$ cat src/rtl/blkpat_pkg.sv
package blkpat_pkg;

  localparam logic [31:0] LFSR_MASK = 32'h80200003;
  localparam logic [31:0] SEED_SUBST = 32'h00000001;

  // one right-shift Galois step
  function automatic logic [31:0] lfsr_step1(input logic [31:0] s);
    logic [31:0] r;
    r = s >> 1;
    if (s[0]) r = r ^ LFSR_MASK;
    return r;
  endfunction

  // per-block seed: base seed mixed with the block address, zero avoided
  function automatic logic [31:0] blk_seed(input logic [31:0] seed, input logic [31:0] lba);
    logic [31:0] m;
    m = seed ^ lba;
    if (m == 32'h0) m = SEED_SUBST;
    return m;
  endfunction

endpackage

$ cat src/rtl/blkpat_prng.sv
module blkpat_prng #(
  parameter int STEPS = 8
) (
  input  logic        clk,
  input  logic        rst_n,
  input  logic        load,
  input  logic [31:0] load_val,
  input  logic        adv,
  output logic [7:0]  byte_o
);
  import blkpat_pkg::*;

  logic [31:0] state_q, state_d;
  logic [31:0] chain [STEPS+1];

  assign chain[0] = state_q;
  for (genvar g = 0; g < STEPS; g++) begin : g_step
    assign chain[g+1] = lfsr_step1(chain[g]);
  end

  always_comb begin
    state_d = state_q;
    if (load)     state_d = load_val;
    else if (adv) state_d = chain[STEPS];
  end

  always_ff @(posedge clk or negedge rst_n) begin
    if (!rst_n)            state_q <= SEED_SUBST;
    else if (load || adv)  state_q <= state_d;
  end

  assign byte_o = state_q[7:0];
endmodule

$ cat src/rtl/blkpat_expect.sv
module blkpat_expect #(
  parameter int LEN_W = 12
) (
  input  logic [LEN_W-1:0] off,
  input  logic [LEN_W-1:0] ovl_off,
  input  logic [31:0]      lba,
  input  logic             src_buf,
  input  logic [7:0]       prng_byte,
  input  logic [7:0]       buf_byte,
  output logic [7:0]       exp_byte
);
  logic [LEN_W-1:0] diff;
  logic             in_ovl;
  logic [7:0]       ovl_b [4];

  for (genvar g = 0; g < 4; g++) begin : g_ovl
    assign ovl_b[g] = lba[31-8*g -: 8];
  end

  assign diff   = off - ovl_off;
  assign in_ovl = (off >= ovl_off) && (diff < LEN_W'(4));

  always_comb begin
    if (in_ovl)       exp_byte = ovl_b[diff[1:0]];
    else if (src_buf) exp_byte = buf_byte;
    else              exp_byte = prng_byte;
  end
endmodule

$ cat src/rtl/blkpat_seq.sv
module blkpat_seq #(
  parameter int LEN_W  = 12,
  parameter int CNT_W  = 16,
  parameter int BUF_AW = 12
) (
  input  logic              clk,
  input  logic              rst_n,
  input  logic              start,
  input  logic [LEN_W-1:0]  cfg_blk_len,
  input  logic [CNT_W-1:0]  cfg_blk_cnt,
  input  logic [31:0]       cfg_lba_base,
  input  logic [31:0]       cfg_seed,
  input  logic [LEN_W-1:0]  cfg_ovl_off,
  input  logic              cfg_src_buf,
  input  logic              cfg_rd_mode,
  input  logic              beat,
  output logic              busy,
  output logic              cfg_err,
  output logic              rd_mode,
  output logic              src_buf,
  output logic [31:0]       lba,
  output logic [LEN_W-1:0]  off,
  output logic [LEN_W-1:0]  ovl_off,
  output logic [BUF_AW-1:0] buf_addr,
  output logic              prng_load,
  output logic [31:0]       prng_seed,
  output logic              prng_adv
);
  import blkpat_pkg::*;

  logic              busy_q, busy_d, err_q, err_d, rd_q, rd_d, src_q, src_d;
  logic [31:0]       lba_q, lba_d, seed_q, seed_d;
  logic [LEN_W-1:0]  off_q, off_d, len_q, len_d, ovl_q, ovl_d;
  logic [CNT_W-1:0]  left_q, left_d;
  logic [BUF_AW-1:0] addr_q, addr_d;
  logic [LEN_W:0]    ovl_end;
  logic              legal, step, last_byte, upd;

  assign ovl_end   = {1'b0, cfg_ovl_off} + (LEN_W+1)'(4);
  assign legal     = (cfg_blk_cnt != '0) && (ovl_end <= {1'b0, cfg_blk_len});
  assign step      = busy_q && beat && !start;
  assign last_byte = (off_q == len_q - 1'b1);
  assign upd       = start || step;

  always_comb begin
    busy_d = busy_q; err_d = err_q; rd_d = rd_q; src_d = src_q;
    lba_d = lba_q; seed_d = seed_q; off_d = off_q; len_d = len_q;
    ovl_d = ovl_q; left_d = left_q; addr_d = addr_q;
    if (start) begin
      err_d  = !legal;
      busy_d = legal;
      if (legal) begin
        rd_d = cfg_rd_mode; src_d = cfg_src_buf;
        lba_d = cfg_lba_base; seed_d = cfg_seed;
        len_d = cfg_blk_len; ovl_d = cfg_ovl_off;
        left_d = cfg_blk_cnt; off_d = '0; addr_d = '0;
      end
    end else if (step) begin
      addr_d = addr_q + 1'b1;
      if (last_byte) begin
        off_d  = '0;
        lba_d  = lba_q + 32'd1;
        left_d = left_q - 1'b1;
        if (left_q == CNT_W'(1)) busy_d = 1'b0;
      end else begin
        off_d = off_q + 1'b1;
      end
    end
  end

  always_ff @(posedge clk or negedge rst_n) begin
    if (!rst_n) begin
      busy_q <= 1'b0; err_q <= 1'b0; rd_q <= 1'b0; src_q <= 1'b0;
      lba_q <= '0; seed_q <= '0; off_q <= '0; len_q <= '0;
      ovl_q <= '0; left_q <= '0; addr_q <= '0;
    end else if (upd) begin
      busy_q <= busy_d; err_q <= err_d; rd_q <= rd_d; src_q <= src_d;
      lba_q <= lba_d; seed_q <= seed_d; off_q <= off_d; len_q <= len_d;
      ovl_q <= ovl_d; left_q <= left_d; addr_q <= addr_d;
    end
  end

  assign prng_load = (start && legal) || (step && last_byte);
  assign prng_seed = start ? blk_seed(cfg_seed, cfg_lba_base)
                           : blk_seed(seed_q, lba_q + 32'd1);
  assign prng_adv  = step;

  assign busy     = busy_q;
  assign cfg_err  = err_q;
  assign rd_mode  = rd_q;
  assign src_buf  = src_q;
  assign lba      = lba_q;
  assign off      = off_q;
  assign ovl_off  = ovl_q;
  assign buf_addr = addr_q;
endmodule

$ cat src/rtl/blkpat_cmp.sv
module blkpat_cmp #(
  parameter int LEN_W = 12,
  parameter int ERR_W = 8
) (
  input  logic             clk,
  input  logic             rst_n,
  input  logic             clr,
  input  logic             chk_en,
  input  logic [7:0]       exp_byte,
  input  logic [7:0]       act_byte,
  input  logic [31:0]      lba,
  input  logic [LEN_W-1:0] off,
  output logic             mis_flag,
  output logic [31:0]      mis_lba,
  output logic [LEN_W-1:0] mis_off,
  output logic [7:0]       mis_exp,
  output logic [7:0]       mis_act,
  output logic [ERR_W-1:0] err_cnt
);
  localparam logic [ERR_W-1:0] CNT_MAX = '1;

  logic             bad, cnt_en, rec_en, flag_d;
  logic [ERR_W-1:0] cnt_q, cnt_d;
  logic             flag_q;
  logic [31:0]      lba_q;
  logic [LEN_W-1:0] off_q;
  logic [7:0]       exp_q, act_q;

  assign bad    = chk_en && (exp_byte != act_byte);
  assign cnt_en = clr || (bad && cnt_q != CNT_MAX);
  assign rec_en = !clr && bad && !flag_q;

  always_comb begin
    cnt_d  = clr ? '0 : cnt_q + 1'b1;
    flag_d = clr ? 1'b0 : (flag_q || bad);
  end

  always_ff @(posedge clk or negedge rst_n) begin
    if (!rst_n) begin
      cnt_q  <= '0;
      flag_q <= 1'b0;
    end else begin
      if (cnt_en)          cnt_q  <= cnt_d;
      if (clr || rec_en)   flag_q <= flag_d;
    end
  end

  always_ff @(posedge clk or negedge rst_n) begin
    if (!rst_n) begin
      lba_q <= '0; off_q <= '0; exp_q <= '0; act_q <= '0;
    end else if (rec_en) begin
      lba_q <= lba; off_q <= off; exp_q <= exp_byte; act_q <= act_byte;
    end
  end

  assign mis_flag = flag_q;
  assign mis_lba  = lba_q;
  assign mis_off  = off_q;
  assign mis_exp  = exp_q;
  assign mis_act  = act_q;
  assign err_cnt  = cnt_q;
endmodule

$ cat src/rtl/blkpat_engine.sv
module blkpat_engine #(
  parameter int LEN_W  = 12,
  parameter int CNT_W  = 16,
  parameter int BUF_AW = 12,
  parameter int ERR_W  = 8,
  parameter int STEPS  = 8
) (
  input  logic              clk,
  input  logic              rst_n,
  input  logic              start,
  input  logic [LEN_W-1:0]  cfg_blk_len,
  input  logic [CNT_W-1:0]  cfg_blk_cnt,
  input  logic [31:0]       cfg_lba_base,
  input  logic [31:0]       cfg_seed,
  input  logic [LEN_W-1:0]  cfg_ovl_off,
  input  logic              cfg_src_buf,
  input  logic              cfg_rd_mode,
  output logic              cfg_err,
  output logic              busy,
  output logic [BUF_AW-1:0] buf_addr,
  input  logic [7:0]        buf_rdata,
  output logic              gen_valid,
  input  logic              gen_ready,
  output logic [7:0]        gen_data,
  input  logic              rx_valid,
  output logic              rx_ready,
  input  logic [7:0]        rx_data,
  output logic              mis_flag,
  output logic [31:0]       mis_lba,
  output logic [LEN_W-1:0]  mis_off,
  output logic [7:0]        mis_exp,
  output logic [7:0]        mis_act,
  output logic [ERR_W-1:0]  err_cnt
);
  logic             rd_mode, src_buf, beat, prng_load, prng_adv;
  logic [31:0]      lba, prng_seed;
  logic [LEN_W-1:0] off, ovl_off;
  logic [7:0]       prng_byte, exp_byte;

  assign beat      = busy && (rd_mode ? rx_valid : gen_ready);
  assign gen_valid = busy && !rd_mode;
  assign rx_ready  = busy && rd_mode;
  assign gen_data  = exp_byte;

  blkpat_seq #(.LEN_W(LEN_W), .CNT_W(CNT_W), .BUF_AW(BUF_AW)) u_seq (
    .clk(clk), .rst_n(rst_n), .start(start),
    .cfg_blk_len(cfg_blk_len), .cfg_blk_cnt(cfg_blk_cnt),
    .cfg_lba_base(cfg_lba_base), .cfg_seed(cfg_seed),
    .cfg_ovl_off(cfg_ovl_off), .cfg_src_buf(cfg_src_buf),
    .cfg_rd_mode(cfg_rd_mode), .beat(beat), .busy(busy),
    .cfg_err(cfg_err), .rd_mode(rd_mode), .src_buf(src_buf),
    .lba(lba), .off(off), .ovl_off(ovl_off), .buf_addr(buf_addr),
    .prng_load(prng_load), .prng_seed(prng_seed), .prng_adv(prng_adv)
  );

  blkpat_prng #(.STEPS(STEPS)) u_prng (
    .clk(clk), .rst_n(rst_n), .load(prng_load), .load_val(prng_seed),
    .adv(prng_adv), .byte_o(prng_byte)
  );

  blkpat_expect #(.LEN_W(LEN_W)) u_exp (
    .off(off), .ovl_off(ovl_off), .lba(lba), .src_buf(src_buf),
    .prng_byte(prng_byte), .buf_byte(buf_rdata), .exp_byte(exp_byte)
  );

  blkpat_cmp #(.LEN_W(LEN_W), .ERR_W(ERR_W)) u_cmp (
    .clk(clk), .rst_n(rst_n), .clr(start),
    .chk_en(busy && rd_mode && rx_valid && !start),
    .exp_byte(exp_byte), .act_byte(rx_data), .lba(lba), .off(off),
    .mis_flag(mis_flag), .mis_lba(mis_lba), .mis_off(mis_off),
    .mis_exp(mis_exp), .mis_act(mis_act), .err_cnt(err_cnt)
  );
endmodule

$ cat config.mk
export PLATFORM = sky130hd
export DESIGN_NAME = blkpat_engine
export DESIGN_NICKNAME = d
export VERILOG_FILES = /design/src/rtl/blkpat_pkg.sv /design/src/rtl/blkpat_prng.sv /design/src/rtl/blkpat_expect.sv /design/src/rtl/blkpat_seq.sv /design/src/rtl/blkpat_cmp.sv /design/src/rtl/blkpat_engine.sv
export SDC_FILE = /design/constraint.sdc
export NUM_CORES = 1
export LEC_CHECK = 0
export BUFFER_PORTS_ARGS = -buffer_cell sky130_fd_sc_hd__buf_2
export CORE_MARGIN = 8
export CORE_UTILIZATION = 55
export DETAILED_ROUTE_END_ITERATION = 8
export MAX_ROUTING_LAYER = met4
export PLACE_DENSITY = 0.77
export SYNTH_ARGS = -nofsm -noshare
export SYNTH_HDL_FRONTEND = slang
export SYNTH_HIERARCHICAL = 1
export SYNTH_SLANG_ARGS = --single-unit
$ cat constraint.sdc
create_clock -name clk -period 6.58 [get_ports clk]
set_clock_uncertainty 0.15 [all_clocks]
set_input_delay 0.658 -clock clk [delete_from_list [all_inputs] [get_ports clk]]
set_output_delay 0.658 -clock clk [all_outputs]
set_load 0.02 [all_outputs]
== After elaboration in Yosys (flattened, before gate mapping) ==
Cells that the tools add are included.
Word-level totals
  flip-flop bits (word level): 233
  output and inout bits: 93
Cells by class
  $lt $le $gt $ge: 4
  equal/unequal tests: 5
  muxes and demuxes: 39
  $add $sub $neg: 8
  reductions and logical operators: 38
  bitwise logic cells: 11
Operators by type and width (number)
  $mux W32: 17
  $mux W12: 6
  $logic_not A32 Y1: 2
  $mux W16: 4
  $xor A32 B32 Y32: 2
  $mux W8: 5
  $add A32 B1 Y32 const B: 1
  $not A3 Y4: 8
  $add A12 B1 Y12 const B: 2
  $bmux W8 S2: 1
  $eq A16 B1 Y1 const B: 1
  $reduce_bool A16 Y1: 1
  $sub A16 B1 Y16 const B: 1
  $logic_and A1 B1 Y1: 15
  $add A12 B3 Y13 const B: 1
  $le A13 B12 Y1: 1
  $eq A12 B12 Y1: 1
  $ge A12 B12 Y1: 1
  $lt A12 B3 Y1 const B: 1
  $sub A12 B1 Y12 const B: 1
  $sub A12 B12 Y12: 1
  $add A8 B1 Y8 const B: 1
  $ne A8 B8 Y1: 1
  $ne A8 B8 Y1 const B: 1
  other kinds (10): 29

== Longest topological paths before layout ==
  depth after elaboration: 18
  mapped depth: 20
  gate-level depth less buffers: 16

== Cells and area by module ==
Netlist, hierarchy kept.
Modules (own cells, without submodules)
  blkpat_seq: area each 8695.8 sq um, cells each 964, times used 1
  blkpat_cmp: area each 3161.8 sq um, cells each 193, times used 1
  blkpat_prng: area each 1757.9 sq um, cells each 176, times used 1
  blkpat_expect: area each 1351.3 sq um, cells each 153, times used 1
  blkpat_engine: area each 46.3 sq um, cells each 6, times used 1

== Least setup slack after synthesis ==
OpenSTA, ideal clock, no wires.
  path kind: reg-to-reg
  start point: register u_seq.off_q[0] (netlist: u_seq/off[0])
  end point: register u_cmp.act_q[0] (netlist: u_cmp/mis_act[0])
  arrival: 3.916 ns
  cell stages (with the launch flop): 18
  required time: 6.305 ns
  clock period less this slack: 4.191 ns
  slack: 2.389 ns
  setup time: 0.125 ns
  cell sequence: dfrtp_1 inv_1 ha_1 inv_1 fa_1 a21oi_1 o21a_1 o311ai_0 nor4_4 o2111ai_4 mux2_4 xnor2_1 nand4_2 o21ai_4 or3_1 buf_6 buf_12 mux2_4
On the way
  cells in the longest elaborated chain, start to end: 10
Ends and longest elaborated chain
  start, declared: line blkpat_seq.sv:33  | logic [LEN_W-1:0] off_q, off_d, len_q, len_d, ovl_q, ovl_d;
  start signal, assigned: line blkpat_seq.sv:74  | lba_q <= '0; seed_q <= '0; off_q <= '0; len_q <= '0;
  start signal, assigned: line blkpat_seq.sv:78  | lba_q <= lba_d; seed_q <= seed_d; off_q <= off_d; len_q <= len_d;
  branches (longest 5 deep; another with $sub A12 B12 Y12)
  $mux W8 (*): line blkpat_expect.sv:24  | if (in_ovl) exp_byte = ovl_b[diff[1:0]];
  named net gen_data[2]: line blkpat_engine.sv:24  | output logic [7:0] gen_data,
  $ne A8 B8 Y1 (*): line blkpat_cmp.sv:29  | assign bad = chk_en && (exp_byte != act_byte);
  $logic_and A1 B1 Y1 (*): line blkpat_cmp.sv:29
  $logic_and A1 B1 Y1 (*) (2 in a row): line blkpat_cmp.sv:31  | assign rec_en = !clr && bad && !flag_q;
  end signal, assigned: line blkpat_cmp.sv:50  | lba_q <= '0; off_q <= '0; exp_q <= '0; act_q <= '0;
  end signal, assigned: line blkpat_cmp.sv:52  | lba_q <= lba; off_q <= off; exp_q <= exp_byte; act_q <= act_byte;
  end, declared: line blkpat_cmp.sv:27  | logic [7:0] exp_q, act_q;
Mark *: on every way through the listed nets, which the timed path passes. The select of a mux whose other input is x is not followed.
A chain may end at the register's enable or synchronous reset.

== Final worst setup path ==
  start point: register u_seq.off_q[7] (netlist: u_seq/off[7])
  end point: register u_cmp.lba_q[1] (netlist: u_cmp/mis_lba[1])
On the way
  cells in the longest elaborated chain, start to end: 8
Ends and longest elaborated chain
  $sub A12 B12 Y12: line blkpat_expect.sv:20  | assign diff = off - ovl_off;
  $lt A12 B3 Y1: line blkpat_expect.sv:21  | assign in_ovl = (off >= ovl_off) && (diff < LEN_W'(4));
  $logic_and A1 B1 Y1 (*): line blkpat_expect.sv:21
  $mux W8 (*): line blkpat_expect.sv:24
  $ne A8 B8 Y1 (*): line blkpat_cmp.sv:29
  $logic_and A1 B1 Y1 (*): line blkpat_cmp.sv:29
  $logic_and A1 B1 Y1 (*) (2 in a row): line blkpat_cmp.sv:31
  end signal, assigned: line blkpat_cmp.sv:50
  end signal, assigned: line blkpat_cmp.sv:52
  end, declared: line blkpat_cmp.sv:25  | logic [31:0] lba_q;
Every way passes the cells marked *; elsewhere a longest branch is shown, timed or not.

==> flow_summary.toml <==
[status]
outcome = "completed"

[clocking]
cts.reportedPaths.clkPinSlew_ns = 0.06
cts_resized = 0
htreeDepth = 1
cts-hold-fix-buffers = 0
post_cts_buffers = 0
cts_sinks = 233
cts_made_buffers = 26
root_buffer = "clkbuf_16"
cts.path.max_buffers = 3
clkLatencyLatePin_ns = 0.54
tritoncts = "built"

[grt]
first_global_vias = 12500
grt_pass1_wl_mm = 74.2
grt.total_usage_pct = 29.2
antenna_found_initial = 0
gr-total-overflow = 0
grt_max_degree = 129

[routing]
drc = 0
dr.pass1.iters = 5
vias_per_cell = 6.36
wl_per_cell_um = 23.8
vias = 12800
first_iter_violations = 1281
wl_mm = 48.1
final_antenna_net_count = 0

[place]
dpl.hpwl_mm = 35.3
gp_congestion = 1.00
io_buffers = 219
dp.cells = 1969

[timing]
whs_ns = 0.0194
fin_crit_ns = 5.02
tightestPinTransition_ns = 1.14
setup_violations = 0
relSlewSlack_pct = 23.7
period_share_pct = 76.3
setup-tns-final_ns = 0
fmax_mhz = 199
drv_slew = 0
rsz0062_at_grt = "no"
report.final.hold_viol_count = 0

[floorplan]
io_pins = 220
die_w_um = 181
die_area_mm2 = 0.0328
initial_core_util_pct = 55.9
std_cell_rows = 60
fp.dieH_um = 181
core_area_mm2 = 0.0269

[synth]
netlist_area_mm2 = 0.0150
synth.distinct_cells = 93
synth_top_family_by_area = "simple AND/OR/NAND/NOR gates"
postSynthAreaPerCell_um2 = 10.1
synth_compound_area_share_pct = 14.0
yosysSeqAreaShare_pct = 38.8
syn_inst = 1492
synthMuxAreaShare_pct = 14.0
synth.area.top_cells = "dfrtp_1 39%, xnor2_1 7.2%, mux2_4 6.8%"
synth-adder-area-share_pct = 2.80
synthSimpleGateAreaFrac_pct = 15.5
yosys.area.top_type = "dfrtp_1"
synth_seq_cells = 233
synth_edf_count = 0
ys.flop_type = "dfrtp_1"
ys_async_sr_fraction_pct = 100
synth_top_area_share_pct = 38.7
yosysWarningCount = 6
synth_xor_xnor_area_share_pct = 9.78
synth_nets = 1652

[setup_path]
startpoint_type = "register"
cp-end-kind = "register"
regToRegStartpoint = "u_seq/off[7]"
crit_type = "reg2reg"
critPathLaunch = "u_seq/off[7]"
path_max_fanout = 52
arrival_ns = 5.28
worstPathRequired_ns = 6.84

[layout]
fillers = 2192
finalNonFillerCells = 2016
final_cell_mix = "232 x dfrtp_1, 218 x buf_2, 123 x xnor2_1"
layout.nets = 1816
register_area_mm2 = 0.00583
area_delta_synth_final_pct = 13.8
diodes = 0
layout_commonest_cell = "dfrtp_1"
multiInputGateArea_mm2 = 0.00843
final_layout_size_suffix_gt1_share_pct = 27.0

[power]
power_density_mw_per_mm2 = 364
p_total_mw = 6.23
p_leak_nw = 7.67
vdd_ir_drop_max_uv = 239

[min_path]
hold_path.class = "in2async"

[job]
drv_cap = 0
==> worst max-delay path, stage by stage, from the launching register on <==
cell,delay [ns]
dfrtp_1,0.48
ha_1,0.55
nor3b_1,0.26
a2111oi_4,0.34
o2111ai_1,0.20
a2111oi_4,0.37
o2111ai_4,0.32
mux2_4,0.40
xnor2_1,0.22
nand4_2,0.19
o21ai_4,0.30
or3_4,0.30
buf_12,0.40
mux2_4,0.34
==> power breakdown <==
group / switching (mW) / internal, mW / leakage, nW
clock network: 0.606 / 1.07 / 0.491
registers: 0.459 / 1.78 / 2.92
logic: 1.24 / 1.07 / 4.25
==> cell families (layout without fill, tap and decap cells) <==
kind of cell	Yosys count	count (layout)
fa+ha+maj	33	33
buf+inv	145	328
xor+xnor	159	159
mux	159	159
simple gates	431	431
compound gates	332	332
flops	233	233
==> synth_stat cells, types with 9 or more instances <==
cell type  count
a211oi_1      14
a21o_1        14
a21oi_1       74
a31oi_1       10
and3_1        26
and4_1        11
buf_2         14
buf_4         11
clkbuf_1      49
dfrtp_1      232
ha_1          32
inv_1         48
mux2_2        60
mux2_4        68
mux2i_1       23
nand2_1      108
nand2b_1       9
nand3_1       42
nand4_1       53
nor2_1        72
nor2b_1       16
nor3_1        20
nor3b_1       10
nor4_1        17
o21ai_0       95
o22ai_1       64
xnor2_1      123
xor2_1        31
==> flip-flops by register name, indices dropped and copies added, names as in the netlist <==
signal / cells
u_cmp/err_cnt: 8
u_cmp/mis_act: 8
u_cmp/mis_exp: 8
u_cmp/mis_flag: 1
u_cmp/mis_lba: 32
u_cmp/mis_off: 12
u_prng/state_q: 32
u_seq/buf_addr: 12
u_seq/busy: 1
u_seq/cfg_err: 1
u_seq/lba: 32
u_seq/left_q: 16
u_seq/len_q: 12
u_seq/off: 12
u_seq/ovl_off: 12
u_seq/rd_mode: 1
u_seq/seed_q: 32
u_seq/src_buf: 1
==> final timing paths <==
kind | to | slack [ns] | cells after the start
max in group asynchronous | u_seq/lba[4] | 4.62 | 2
worst min register to register | u_seq/ovl_off[0] | 0.35 | 2
min in group clk | u_seq/rd_mode | 0.22 | 2
worst max-delay path | u_cmp/mis_lba[1] | 1.56 | 13
worst min-delay path | u_seq/buf_addr[0] | 0.02 | 1
worst max register to register | u_cmp/mis_lba[1] | 1.56 | 13
==> routing by layer <==
metal  up-vias  share of wire [%]  GRT usage, %
met1      6292                 44          40.5
met2       676                 44          43.0
met3        98                8.6          5.12
met5         -                  0             -
li1       5746                  -             -
met4         0                3.3          9.12
==> cell type report <==
type	instances	share of cell area, %
clock inverters	9	1.16
multi-input cells	1114	49.4
clock buffers	38	4.66
well taps	341	2.50
repair buffers	231	7.07
flip-flops and latches	233	34.1
inverters	50	1.11
==> per-stage QoR <==
stage	setup slack (ns)	instance area [um2]	util (%)
2_1_floorplan	2.39	15000	-
3_3_place_gp	1.78	16100	59.9
3_5_place_dp	1.63	16100	59.9
4_1_cts	1.59	17100	63.6
5_1_grt	1.32	17100	63.6
6_report	1.56	17100	63.6
Power figures use the tool's default switching activity.
